File: src/rtl/pport_pkg.sv
package pport_pkg;
  typedef enum logic [1:0] {
    PM_OUT   = 2'd0,
    PM_IN    = 2'd1,
    PM_BIDIR = 2'd2,
    PM_BIT   = 2'd3
  } pmode_e;
endpackage

File: src/rtl/pport_sync.sv
module pport_sync #(
  parameter int unsigned W      = 9,
  parameter int unsigned STAGES = 2,
  parameter logic [W-1:0] RST_VAL = '0
) (
  input  logic         clk_i,
  input  logic         rst_ni,
  input  logic [W-1:0] d_i,
  output logic [W-1:0] q_o
);
  logic [W-1:0] stg [STAGES];

  for (genvar i = 0; i < STAGES; i++) begin : g_stg
    if (i == 0) begin : g_first
      always_ff @(posedge clk_i or negedge rst_ni)
        if (!rst_ni) stg[i] <= RST_VAL;
        else         stg[i] <= d_i;
    end else begin : g_next
      always_ff @(posedge clk_i or negedge rst_ni)
        if (!rst_ni) stg[i] <= RST_VAL;
        else         stg[i] <= stg[i-1];
    end
  end

  assign q_o = stg[STAGES-1];
endmodule

File: src/rtl/pport_chan.sv
module pport_chan
  import pport_pkg::*;
#(
  parameter int unsigned DW = 8
) (
  input  logic          clk_i,
  input  logic          rst_ni,
  input  pmode_e        mode_i,
  input  logic          cfg_i,
  input  logic          wr_i,
  input  logic          rd_i,
  input  logic [DW-1:0] wdata_i,
  input  logic [DW-1:0] pin_i,
  input  logic          out_rise_i,
  input  logic          in_rise_i,
  output logic [DW-1:0] out_q_o,
  output logic [DW-1:0] in_q_o,
  output logic          out_rdy_o,
  output logic          in_rdy_o,
  output logic          out_done_o,
  output logic          in_done_o
);
  logic use_out, use_in;

  assign use_out = (mode_i == PM_OUT) || (mode_i == PM_BIDIR);
  assign use_in  = (mode_i == PM_IN)  || (mode_i == PM_BIDIR);

  always_ff @(posedge clk_i or negedge rst_ni) begin
    if (!rst_ni) begin
      out_q_o   <= '0;
      in_q_o    <= '0;
      out_rdy_o <= 1'b0;
      in_rdy_o  <= 1'b0;
    end else begin
      if (wr_i) out_q_o <= wdata_i;
      if (use_in && in_rise_i) in_q_o <= pin_i;
      // write beats a coincident strobe: new data must not be lost
      if (!use_out || cfg_i) out_rdy_o <= 1'b0;
      else if (wr_i)         out_rdy_o <= 1'b1;
      else if (out_rise_i)   out_rdy_o <= 1'b0;
      if (!use_in || cfg_i)  in_rdy_o <= 1'b0;
      else if (rd_i)         in_rdy_o <= 1'b1;
      else if (in_rise_i)    in_rdy_o <= 1'b0;
    end
  end

  assign out_done_o = use_out && out_rise_i;
  assign in_done_o  = use_in && in_rise_i;
endmodule

File: src/rtl/pport_irq.sv
module pport_irq (
  input  logic clk_i,
  input  logic rst_ni,
  input  logic set_i,
  input  logic ack_i,
  output logic q_o
);
  always_ff @(posedge clk_i or negedge rst_ni)
    if (!rst_ni)    q_o <= 1'b0;
    else if (set_i) q_o <= 1'b1;
    else if (ack_i) q_o <= 1'b0;
endmodule

File: src/rtl/pport_hs.sv
module pport_hs
  import pport_pkg::*;
#(
  parameter int unsigned DW          = 8,
  parameter int unsigned SYNC_STAGES = 2
) (
  input  logic          clk_i,
  input  logic          rst_ni,
  input  logic          cfg_wr_i,
  input  logic          cfg_sel_i,
  input  logic [1:0]    cfg_mode_i,
  input  logic          cfg_ie_i,
  input  logic          a_wr_i,
  input  logic          a_rd_i,
  input  logic          b_wr_i,
  input  logic          b_rd_i,
  input  logic [DW-1:0] wdata_i,
  output logic [DW-1:0] a_rdata_o,
  output logic [DW-1:0] b_rdata_o,
  input  logic          a_ack_i,
  input  logic          b_ack_i,
  output logic          a_irq_o,
  output logic          b_irq_o,
  input  logic [DW-1:0] a_pin_i,
  output logic [DW-1:0] a_pin_o,
  output logic          a_oe_o,
  output logic          a_rdy_o,
  input  logic          a_stb_ni,
  input  logic [DW-1:0] b_pin_i,
  output logic [DW-1:0] b_pin_o,
  output logic          b_oe_o,
  output logic          b_rdy_o,
  input  logic          b_stb_ni
);
  localparam int unsigned SW = DW + 1;
  localparam logic [SW-1:0] SYNC_RST = {1'b1, {DW{1'b0}}};

  pmode_e a_mode_q, b_mode_q, b_mode_eff;
  logic   a_ie_q, b_ie_q, a_bidir, a_cfg, b_cfg;

  always_ff @(posedge clk_i or negedge rst_ni) begin
    if (!rst_ni) begin
      a_mode_q <= PM_IN;
      b_mode_q <= PM_IN;
      a_ie_q   <= 1'b0;
      b_ie_q   <= 1'b0;
    end else if (cfg_wr_i) begin
      if (!cfg_sel_i) begin
        a_mode_q <= pmode_e'(cfg_mode_i);
        a_ie_q   <= cfg_ie_i;
      end else begin
        // port B has no bidirectional mode
        b_mode_q <= (pmode_e'(cfg_mode_i) == PM_BIDIR) ? PM_BIT : pmode_e'(cfg_mode_i);
        b_ie_q   <= cfg_ie_i;
      end
    end
  end

  assign a_cfg      = cfg_wr_i && !cfg_sel_i;
  assign b_cfg      = cfg_wr_i && cfg_sel_i;
  assign a_bidir    = (a_mode_q == PM_BIDIR);
  assign b_mode_eff = a_bidir ? PM_BIT : b_mode_q;

  logic [SW-1:0] a_sync, b_sync;
  logic          a_stb_p, b_stb_p, a_rise, b_rise;

  pport_sync #(.W(SW), .STAGES(SYNC_STAGES), .RST_VAL(SYNC_RST)) i_sync_a (
    .clk_i, .rst_ni, .d_i({a_stb_ni, a_pin_i}), .q_o(a_sync));
  pport_sync #(.W(SW), .STAGES(SYNC_STAGES), .RST_VAL(SYNC_RST)) i_sync_b (
    .clk_i, .rst_ni, .d_i({b_stb_ni, b_pin_i}), .q_o(b_sync));

  always_ff @(posedge clk_i or negedge rst_ni)
    if (!rst_ni) begin
      a_stb_p <= 1'b1;
      b_stb_p <= 1'b1;
    end else begin
      a_stb_p <= a_sync[DW];
      b_stb_p <= b_sync[DW];
    end

  assign a_rise = a_sync[DW] && !a_stb_p;
  assign b_rise = b_sync[DW] && !b_stb_p;

  logic [DW-1:0] a_out_q, a_in_q, b_out_q, b_in_q;
  logic a_out_rdy, a_in_rdy, a_out_done, a_in_done;
  logic b_out_rdy, b_in_rdy, b_out_done, b_in_done;

  pport_chan #(.DW(DW)) i_chan_a (
    .clk_i, .rst_ni,
    .mode_i(a_mode_q), .cfg_i(a_cfg), .wr_i(a_wr_i), .rd_i(a_rd_i),
    .wdata_i, .pin_i(a_sync[DW-1:0]),
    .out_rise_i(a_rise), .in_rise_i(a_bidir ? b_rise : a_rise),
    .out_q_o(a_out_q), .in_q_o(a_in_q),
    .out_rdy_o(a_out_rdy), .in_rdy_o(a_in_rdy),
    .out_done_o(a_out_done), .in_done_o(a_in_done));

  pport_chan #(.DW(DW)) i_chan_b (
    .clk_i, .rst_ni,
    .mode_i(b_mode_eff), .cfg_i(b_cfg), .wr_i(b_wr_i), .rd_i(b_rd_i),
    .wdata_i, .pin_i(b_sync[DW-1:0]),
    .out_rise_i(b_rise), .in_rise_i(b_rise),
    .out_q_o(b_out_q), .in_q_o(b_in_q),
    .out_rdy_o(b_out_rdy), .in_rdy_o(b_in_rdy),
    .out_done_o(b_out_done), .in_done_o(b_in_done));

  logic a_irq_set, b_irq_set;
  assign a_irq_set = a_ie_q && (a_out_done || (a_in_done && !a_bidir));
  assign b_irq_set = (b_ie_q && (b_out_done || b_in_done)) ||
                     (a_ie_q && a_bidir && a_in_done);

  pport_irq i_irq_a (.clk_i, .rst_ni, .set_i(a_irq_set), .ack_i(a_ack_i), .q_o(a_irq_o));
  pport_irq i_irq_b (.clk_i, .rst_ni, .set_i(b_irq_set), .ack_i(b_ack_i), .q_o(b_irq_o));

  assign a_pin_o   = a_out_q;
  assign b_pin_o   = b_out_q;
  // bus turnaround follows the raw strobe
  assign a_oe_o    = (a_mode_q == PM_OUT) || (a_bidir && !a_stb_ni);
  assign b_oe_o    = (b_mode_eff == PM_OUT);
  assign a_rdy_o   = a_out_rdy || (a_in_rdy && !a_bidir);
  assign b_rdy_o   = a_bidir ? a_in_rdy : (b_out_rdy || b_in_rdy);
  assign a_rdata_o = (a_mode_q == PM_OUT) ? a_out_q : a_in_q;
  assign b_rdata_o = (b_mode_eff == PM_OUT) ? b_out_q : b_in_q;
endmodule

File: config.mk
export PLATFORM = sky130hd
export DESIGN_NAME = pport_hs
export DESIGN_NICKNAME = d
export VERILOG_FILES = /design/src/rtl/pport_pkg.sv /design/src/rtl/pport_sync.sv /design/src/rtl/pport_chan.sv /design/src/rtl/pport_irq.sv /design/src/rtl/pport_hs.sv
export SDC_FILE = /design/constraint.sdc
export NUM_CORES = 1
export LEC_CHECK = 0
export ABC_AREA = 0
export BUFFER_PORTS_ARGS = -buffer_cell sky130_fd_sc_hd__buf_2
export CAP_MARGIN = 20
export CORE_MARGIN = 5
export CORE_UTILIZATION = 30
export DETAILED_ROUTE_END_ITERATION = 8
export PLACE_DENSITY = 0.5
export SETUP_SLACK_MARGIN = 0.4
export SLEW_MARGIN = 20
export SYNTH_ARGS = -nofsm -noshare
export SYNTH_HDL_FRONTEND = slang
export SYNTH_SLANG_ARGS = --single-unit
File: constraint.sdc
create_clock -name clk_i -period 5.6 [get_ports clk_i]
set_input_delay 0.84 -clock clk_i [delete_from_list [all_inputs] [get_ports clk_i]]
set_output_delay 0.84 -clock clk_i [all_outputs]
set_load 0.03 [all_outputs]
==> flow_metrics.py <==
metrics = {
    "outcome": {
        "status": "finished clean",
    },
    "clock_network": {
        "cts_setup_buffers": 0,
        "hold_buffers": 0,
        "clock_latency_ps": 350,
        "clk_pin_slew_worst_paths_ps": 90,
        "cts_sinks": 82,
        "ctsResizeCount": 0,
        "cts_tree": "done",
        "cts_buffers": 9,
        "htreeDepth": 3,
        "clock_path_buffers": 2,
        "clockRootBuffer": "clkbuf_8",
    },
    "synthesis": {
        "synth_async_sr_flop_share_pct": 100,
        "synth-edff-count": 0,
        "synth_nets": 233,
        "ys_seq_elements": 82,
        "avgSynthCellArea_um2": 15.8,
        "yosysTopAreaCellShare_pct": 61.6,
        "syn_area_mm2": 0.00300,
        "ys_seq_area_share_pct": 68.6,
        "synth_top_area_cell": "dfrtp_1",
        "syn_inst": 190,
        "yosysMostFrequentCell": "dfrtp_1",
        "ys.flop_type": "dfrtp_1",
        "synth_common_cells": "dfrtp_1, mux2_2, mux2_1",
        "yosys_warnings": 0,
        "synth_area_leaders": "dfrtp_1, mux2_2, dfstp_2, mux2_1, mux2_4",
        "synth.distinct_cells": 28,
    },
    "job": {
        "max_cap_violations": 0,
    },
    "layout": {
        "final.fill_count": 985,
        "num_antenna_cells": 0,
        "drive_gt1_share_pct": 49.3,
        "syn_to_final_growth_pct": 25.0,
        "final_nets": 316,
    },
    "setup_path": {
        "rr_endpoint": "i_chan_b.in_q_o[3]",
        "start_kind": "flop",
        "rrSetupSlack_ps": 3470,
        "critical_path_class": "flop to primary output",
        "cp.arrival_ps": 2460,
        "reg2regPathDepth": 6,
        "worst_ep_required_time_ps": 4760,
        "cp-end-kind": "primary output",
        "reg2reg_from": "a_mode_q[0]",
        "path_max_fanout": 9,
        "cp-startpoint": "a_mode_q[0]",
    },
    "grt": {
        "grtUsageTotal_pct": 10.8,
        "grt_max_degree": 83,
        "antenna_found_initial": 1,
        "gr-total-overflow": 0,
        "grt_pass1_vias": 1942,
        "grt_pass1_wl_mm": 9.76,
    },
    "hold_path": {
        "worstHoldEndpoint": "i_sync_b.q_o[3]",
        "hp-start": "i_sync_b.stg[12]",
        "min_path_cells": 0,
        "hold_path_class": "flop to flop",
    },
    "routing": {
        "ant_nets": 0,
        "first_pass_iters": 3,
        "routed_wirelength_mm": 6.06,
        "dr.first_iter.drc_count": 36,
        "vias_per_cell": 4.33,
        "drc_errors": 0,
        "routed-via-count": 1781,
        "wire_per_inst_um": 14.7,
    },
    "die": {
        "die_w_um": 110,
        "die_h_um": 110,
        "coreArea_mm2": 0.00977,
        "ios": 77,
        "die_area_mm2": 0.0121,
        "initial_utilization_pct": 30.7,
        "rows": 36,
    },
    "sta": {
        "worst_slew_pin_slew_ps": 739,
        "hold_viol": 0,
        "fin_skew_ps": 9.50,
        "drv_slew": 0,
        "fmax_mhz": 303,
        "min_period_ps": 3300,
        "slew_headroom_pct": 50.7,
        "tns_ps": 0,
        "finalCritPeriodShare_pct": 58.9,
        "setup_ws_ps": 2300,
        "rsz0062_at_grt": "no",
        "finalSetupViolCount": 0,
    },
    "power_and_ir_drop": {
        "p_sw_share_pct": 33.6,
        "pwr_density_cell_mw_per_mm2": 437,
        "ir_worst_vdd_v": 0.000197,
        "combPwrFrac_pct": 27.2,
        "power.switching_mw": 0.551,
        "p_leak_nw": 1.76,
        "internal_power_mw": 1.09,
        "pwr-share-seq_pct": 44.9,
        "p_clk_share_pct": 27.9,
    },
    "placed_design": {
        "place_worst_setup_slack_ps": 2620,
        "io_buffers": 76,
        "hpwl_mm": 4.38,
        "globalplace.congestion": 0.759,
    },
}
## cell families after synthesis
kind of cell | share of synthesized area, %
compound gates | 4.00
fa+ha+maj | 1.67
buf+inv | 0.999
flops | 68.6
mux | 20.1
simple gates | 4.62
## layout make-up
cell class / count / area (um^2) / share of cell area (%)
Multi-Input combinational cell: 100 / 912 / 24.3
Clock buffer: 9 / 124 / 3.30
Tap cell: 133 / 166 / 4.43
Clock inverter: 7 / 90.1 / 2.40
Timing Repair Buffer: 76 / 387 / 10.3
Sequential cell: 82 / 2060 / 54.9
Inverter: 4 / 15.0 / 0.400
## layer usage
layer	routed length, um	share of wire (%)	GRT usage (%)	up-vias
met1	2660	44	13.8	888
met5	20	0.33	0	-
li1	-	-	-	821
met2	2780	46	16.2	58
met3	486	8.0	4.72	12
met4	121	2.0	4.01	2
## power groups by stage
stage	Combinational (mW)	Clock (mW)	Sequential, mW
floorplan	0.304	0	0.761
global placement	0.449	0	0.753
detailed placement	0.454	0	0.751
CTS	0.456	0.479	0.740
global route	0.484	0.501	0.750
finish	0.447	0.457	0.737
## state kept, by name (all words and copies together), names as in the netlist, 2 cells and up
register and flops:
i_sync_a.stg 9, i_chan_a.in_q_o 8, a_mode_q 2, i_sync_b.q_o 9, i_chan_b.in_q_o 8, i_sync_a.q_o 9
i_chan_a.out_q_o 8, b_mode_q 2, i_sync_b.stg 9, i_chan_b.out_q_o 8
## layout by cell type, fill, tap and decap left out, types with 2 or more instances in the layout
cell      count
mux2_4        8
inv_1         4
clkbuf_8      9
o21ai_0       5
inv_8         3
nand2b_1      2
mux2_1       17
buf_2        75
nand2_1      11
o21ai_1       2
dfrtp_1      74
nand3_1       2
mux2_2       25
nor2b_1       2
a21oi_1       3
inv_6         3
ha_1          4
dfstp_2       8
nor2_1        7
## worst max-delay path: stages (launching register included)
cell and delay, ps:
dfstp_2 520, inv_1 70, ha_1 260, nor2_1 200, ha_1 500, mux2_1 380
buf_2 180
## worst max-delay path by stage
stage	to	cells after the start
3_3_place_gp	b_rdata_o[1]	6
6_report	b_rdata_o[6]	6
4_1_cts	b_rdata_o[6]	6
5_1_grt	b_rdata_o[5]	6
2_1_floorplan	b_rdata_o[0]	6
3_5_place_dp	b_rdata_o[7]	6
## stage by stage
step	instance area (um^2)	util, %	hold WS, ps	instances	power, mW
6_report	3760	38.4	352	411	1.64
5_1_grt	3760	38.4	362	411	1.73
4_1_cts	3750	38.4	356	411	1.68
3_5_place_dp	3540	36.2	336	395	1.20
3_3_place_gp	3540	36.2	332	395	1.20
2_1_floorplan	3000	-	331	190	1.07
Note: power is estimated with default switching activity, not from simulation.
